## config.mk

```make
export PLATFORM = sky130hd
export DESIGN_NAME = rotor_lock_guard
export DESIGN_NICKNAME = d
export VERILOG_FILES = /design/src/rtl/rlg_pkg.sv /design/src/rtl/rlg_lock_timer.sv /design/src/rtl/rlg_hold_qual.sv /design/src/rtl/rlg_fault_latch.sv /design/src/rtl/rotor_lock_guard.sv
export SDC_FILE = /design/constraint.sdc
export NUM_CORES = 1
export LEC_CHECK = 0
export ABC_CLOCK_PERIOD_IN_PS = 2150
export BUFFER_PORTS_ARGS = -buffer_cell sky130_fd_sc_hd__buf_2
export CORE_MARGIN = 2
export CORE_UTILIZATION = 28
export DETAILED_ROUTE_END_ITERATION = 7
export RECOVER_POWER = 25
export SETUP_SLACK_MARGIN = 0.1
export SYNTH_ARGS = -nofsm -noshare
export SYNTH_HDL_FRONTEND = slang
export SYNTH_SLANG_ARGS = --single-unit
```

## constraint.sdc

```tcl
create_clock -name clk -period 2.15 [get_ports clk]
set_clock_uncertainty 0.15 [all_clocks]
set_input_delay 0.43 -clock clk [delete_from_list [all_inputs] [get_ports clk]]
set_output_delay 0.43 -clock clk [all_outputs]
set_load 0.1 [all_outputs]
```

## src/rtl/rlg_pkg.sv

```systemverilog
package rlg_pkg;

  typedef struct packed {
    logic hall;
    logic drive;
    logic brake;
    logic stop;
    logic zero;
    logic off;
  } rlg_ctrl_t;

  // Timer may run only while actively driving with no blocking condition.
  function automatic logic rlg_armed(rlg_ctrl_t c, logic fault);
    return c.drive & ~c.brake & ~c.stop & ~c.zero & ~c.off & ~fault;
  endfunction

endpackage

```

## src/rtl/rlg_lock_timer.sv

```systemverilog
module rlg_lock_timer #(
  parameter int unsigned CNT_W = 24
) (
  input  logic             clk,
  input  logic             rst_n,
  input  logic             armed,
  input  logic             restart,
  input  logic [CNT_W-1:0] limit,
  output logic             expire_now
);

  logic [CNT_W-1:0] cnt_q;
  logic [CNT_W-1:0] cnt_d;
  logic             last_tick;

  always_comb begin
    last_tick  = (cnt_q == (limit - CNT_W'(1)));
    expire_now = armed & ~restart & last_tick;
    if (!armed || restart || expire_now) begin
      cnt_d = '0;
    end else begin
      cnt_d = cnt_q + CNT_W'(1);
    end
  end

  always_ff @(posedge clk or negedge rst_n) begin
    if (!rst_n) begin
      cnt_q <= '0;
    end else begin
      cnt_q <= cnt_d;
    end
  end

endmodule

```

## src/rtl/rlg_hold_qual.sv

```systemverilog
module rlg_hold_qual #(
  parameter int unsigned TICKS = 2500
) (
  input  logic clk,
  input  logic rst_n,
  input  logic cond,
  output logic done
);

  localparam int unsigned HW = (TICKS > 1) ? $clog2(TICKS) : 1;
  localparam logic [HW-1:0] LAST = HW'(TICKS - 1);

  logic [HW-1:0] run_q;
  logic [HW-1:0] run_d;

  always_comb begin
    done = cond & (run_q == LAST);
    if (!cond) begin
      run_d = '0;
    end else if (done) begin
      run_d = run_q;
    end else begin
      run_d = run_q + HW'(1);
    end
  end

  always_ff @(posedge clk or negedge rst_n) begin
    if (!rst_n) begin
      run_q <= '0;
    end else begin
      run_q <= run_d;
    end
  end

endmodule

```

## src/rtl/rlg_fault_latch.sv

```systemverilog
module rlg_fault_latch (
  input  logic clk,
  input  logic rst_n,
  input  logic trip,
  input  logic release_ok,
  input  logic force_off,
  output logic fault_q,
  output logic pulse_q
);

  logic fault_d;
  logic pulse_d;

  always_comb begin
    pulse_d = trip & ~force_off;
    if (force_off || release_ok) begin
      fault_d = 1'b0;
    end else if (trip) begin
      fault_d = 1'b1;
    end else begin
      fault_d = fault_q;
    end
  end

  always_ff @(posedge clk or negedge rst_n) begin
    if (!rst_n) begin
      fault_q <= 1'b0;
      pulse_q <= 1'b0;
    end else begin
      fault_q <= fault_d;
      pulse_q <= pulse_d;
    end
  end

endmodule

```

## src/rtl/rotor_lock_guard.sv

```systemverilog
module rotor_lock_guard #(
  parameter int unsigned CNT_W          = 24,
  parameter int unsigned STOP_REL_TICKS = 2500,
  parameter int unsigned ZD_REL_TICKS   = 4096
) (
  input  logic             clk,
  input  logic             rst_n,
  input  logic             hall_step,
  input  logic             drive_en,
  input  logic             brake_req,
  input  logic             stop_req,
  input  logic             zero_duty,
  input  logic             prot_off,
  input  logic [CNT_W-1:0] lock_limit,
  output logic             hs_block,
  output logic             lock_expire
);
  import rlg_pkg::*;

  localparam int unsigned NREL = 2;
  localparam int unsigned HOLD [NREL] = '{STOP_REL_TICKS, ZD_REL_TICKS};

  rlg_ctrl_t        ctrl;
  logic             armed;
  logic             expire_now;
  logic [NREL-1:0]  rel_cond;
  logic [NREL-1:0]  rel_done;
  logic             fault_q;

  always_comb begin
    ctrl.hall  = hall_step;
    ctrl.drive = drive_en;
    ctrl.brake = brake_req;
    ctrl.stop  = stop_req;
    ctrl.zero  = zero_duty;
    ctrl.off   = prot_off;
    armed      = rlg_armed(ctrl, fault_q);
    rel_cond   = {ctrl.zero, ctrl.stop};
  end

  rlg_lock_timer #(.CNT_W(CNT_W)) timer_i (
    .clk        (clk),
    .rst_n      (rst_n),
    .armed      (armed),
    .restart    (ctrl.hall),
    .limit      (lock_limit),
    .expire_now (expire_now)
  );

  for (genvar gi = 0; gi < NREL; gi++) begin : g_rel
    rlg_hold_qual #(.TICKS(HOLD[gi])) qual_i (
      .clk   (clk),
      .rst_n (rst_n),
      .cond  (rel_cond[gi]),
      .done  (rel_done[gi])
    );
  end

  rlg_fault_latch latch_i (
    .clk        (clk),
    .rst_n      (rst_n),
    .trip       (expire_now),
    .release_ok (|rel_done),
    .force_off  (ctrl.off),
    .fault_q    (fault_q),
    .pulse_q    (lock_expire)
  );

  assign hs_block = fault_q;

endmodule

```

==> results_dict.tcl <==
set metrics [dict create \
    rows 40 \
    setup_viol 26 \
    mostFrequentLayoutCell "buf_4" \
    boundaryPins 34 \
    postSynthCellCount 379 \
    num_vias 3164 \
    async_flop_share 1.000 \
    grt-ovfl-total 0 \
    final_layout_size_suffix_gt1_frac 0.3226 \
    drcViolationCount 0 \
    portBuffers 33 \
    coreArea_um2 11960 \
    synth-main-ff-cell "dfrtp_1" \
    clkSinkCount 50 \
    synth_nets 415 \
    final_max_slew_viol_count 0 \
    synth_area_um2 3417 \
    synth-seq-cells 50 \
    slew_headroom 0.1710 \
    period_share 1.333 \
    critPathKind "input pin to flip-flop" \
    seq_area_frac_synth 0.3662 \
    synth_enable_flop_cells 0 \
    cts_tree "yes" \
    design_area_um2 4735 \
    cts_max_level 2 \
    dp_hpwl_um 6532 \
    dieArea_um2 13100 \
    cts_buffer_depth 2 \
    grt_pass1_vias 3063 \
    placed_cell_area_um2 4332 \
    p_per_area_nw_per_um2 426.5 \
    die_x_um 114.5 \
    drt-pass1-iter-count 4 \
    dieHeight_um 114.5 \
    final_cell_mix "82 x buf_4, 50 x dfrtp_1, 36 x nor3_1" \
    area_delta_synth_final_pct 38.56 \
    irDropWorstVdd_mv 0.3918 \
    fin_tns_setup_ns -17.61 \
    synth_cell_type_count 51 \
    grt_first_pass_wirelength_um 14260 \
    grt_max_degree 51 \
    power_mw 2.019 \
    finalCriticalPeriod_ns 2.866 \
    p_leak_nw 2.026 \
    antenna_found_initial 0 \
    status "finished, violations left" \
    cts_buffers 5 \
    cts-root-buf "clkbuf_16" \
    wl_per_cell_um 13.71 \
    start_util 0.2857 \
    num_antenna_cells 0 \
    cp-end-kind "flip-flop" \
    viasPerCell 4.898 \
    worstPathMaxFanout 5 \
    hold_viol_final 0 \
    path_clk_slew_ns 0.06 \
    yosysWarnings 0 \
    max-cap-violations 0 \
    syn_area_per_cell_um2 9.016 \
    fill_cells 1183 \
    pre_cts_ws_ns -1.144 \
    gp_congestion 0.8262 \
    hold_class "input pin to flip-flop" \
    critPathArrivalTime_ns 2.88 \
    ant_nets 0 \
    cts_hold_buf 0 \
    start_kind "input pin" \
    wl_um 8855 \
    rsz0062_at_grt "true" \
    worstMarginPinSlew_ns 1.244 \
    clock.fmax_mhz 348.9 \
    final_nets 534 \
    initialDrtViolationCount 136 \
    grt_util_all_layers 0.1348 \
    violations "negative setup slack" \
    insertion_delay_ns 0.29 \
    required_ns 2.16 \
    fin_ws_ns -0.7160 \
]
==> worst max-delay path, cell delays in order <==
cell	delay [ns]
buf_6	0.10
inv_4	0.04
ha_4	0.12
or4b_4	0.48
or4_4	0.45
xnor2_2	0.17
nor4_4	0.19
nand4_1	0.22
nor4_4	0.31
buf_6	0.17
clkbuf_16	0.14
nor3_1	0.05
==> routing by layer <==
metal / GRT usage / vias to the layer above / wire, um
met2: 0.2264 / 36 / 4319
li1: - / 1600 / -
met4: 0.04228 / 0 / 138
met3: 0.02488 / 11 / 257
met5: 0 / - / 0
met1: 0.1758 / 1517 / 4140
==> registers in the layout, summed over array words and instances, names as in the netlist <==
| signal | count |
|---|---|
| g_rel.qual_i.run_q | 24 |
| latch_i.fault_q | 1 |
| latch_i.pulse_q | 1 |
| timer_i.cnt_q | 24 |
==> what timing repair did <==
| item | CTS | global route |
|---|---|---|
| setup endpoints to repair | 28 | 32 |
| setup buffers | 3 | 9 |
| pin swaps | 2 | 9 |
| cloned | 0 | 3 |
| gates resized for setup | 11 | 11 |
==> Yosys cell counts (3+ instances only) <==
master | number | area (um^2)
or3_1 | 9 | 56.30
ha_1 | 4 | 50.05
nor3b_1 | 5 | 37.54
dfrtp_1 | 50 | 1251
clkbuf_1 | 6 | 22.52
nor2b_1 | 3 | 18.77
xor2_1 | 35 | 306.5
nand2_1 | 20 | 75.07
nand3_1 | 22 | 110.1
nor4_1 | 8 | 50.05
nand4_1 | 11 | 68.82
buf_6 | 3 | 33.78
nand3b_1 | 3 | 22.52
nor4b_1 | 3 | 26.28
o21ai_0 | 5 | 25.02
mux2i_1 | 6 | 60.06
a21oi_1 | 7 | 35.03
and3_1 | 7 | 43.79
nor3_1 | 41 | 205.2
nor2_1 | 30 | 112.6
and4_1 | 5 | 43.79
inv_1 | 11 | 41.29
xnor2_1 | 33 | 289.0
and2_1 | 13 | 81.33
==> where the power goes <==
part           leakage [nW]  internal (mW)  switching, mW
clock                0.0739          0.462          0.330
sequential            0.694          0.950        0.00794
combinational          1.26          0.129          0.141
==> cell type report <==
type / instances / area, um^2 / share of cell area
Inverter: 12 / 50.05 / 0.01057
Sequential cell: 50 / 1251 / 0.2643
Clock inverter: 1 / 5.005 / 0.001057
Multi-Input combinational cell: 308 / 2211 / 0.4670
Clock buffer: 7 / 142.6 / 0.03013
Timing Repair Buffer: 121 / 890.9 / 0.1882
Tap cell: 147 / 183.9 / 0.03885
==> cells by family (layout without fill, tap and decap cells) <==
logic type,after synthesis,in the layout,share of synthesized area
AOI/OAI and AO/OA,32,32,0.06445
and+or+nand+nor,197,197,0.3299
muxes,7,7,0.02087
DFF,50,50,0.3662
xor gates and xnor gates,68,68,0.1743
adders and majority gates,4,4,0.01465
buffers and inverters,21,141,0.02966
==> through the flow <==
stage	cells	util	hold WS [ns]
after floorplan	379	-	-0.01559
after global placement	624	0.3621	0.3776
after detailed placement	624	0.3621	0.3838
after CTS	634	0.3813	0.1279
after global routing	646	0.3958	0.2972
final	646	0.3958	0.2872
==> path summary, 6_finish.rpt <==
path	cells after the start	end	start	slack, ns
setup / recovery	12	timer_i.cnt_q[13]	lock_limit[0]	-0.72
hold / removal	2	g_rel[1].qual_i.run_q[8]	zero_duty	0.29
setup reg to reg	10	timer_i.cnt_q[13]	timer_i.cnt_q[6]	-0.40
hold reg to reg	1	latch_i.fault_q	latch_i.fault_q	0.39
max in group asynchronous	2	g_rel[0].qual_i.run_q[4]	rst_n	0.76
min in group asynchronous	2	g_rel[1].qual_i.run_q[5]	rst_n	0.34
Note: power is estimated with default switching activity, not from simulation.
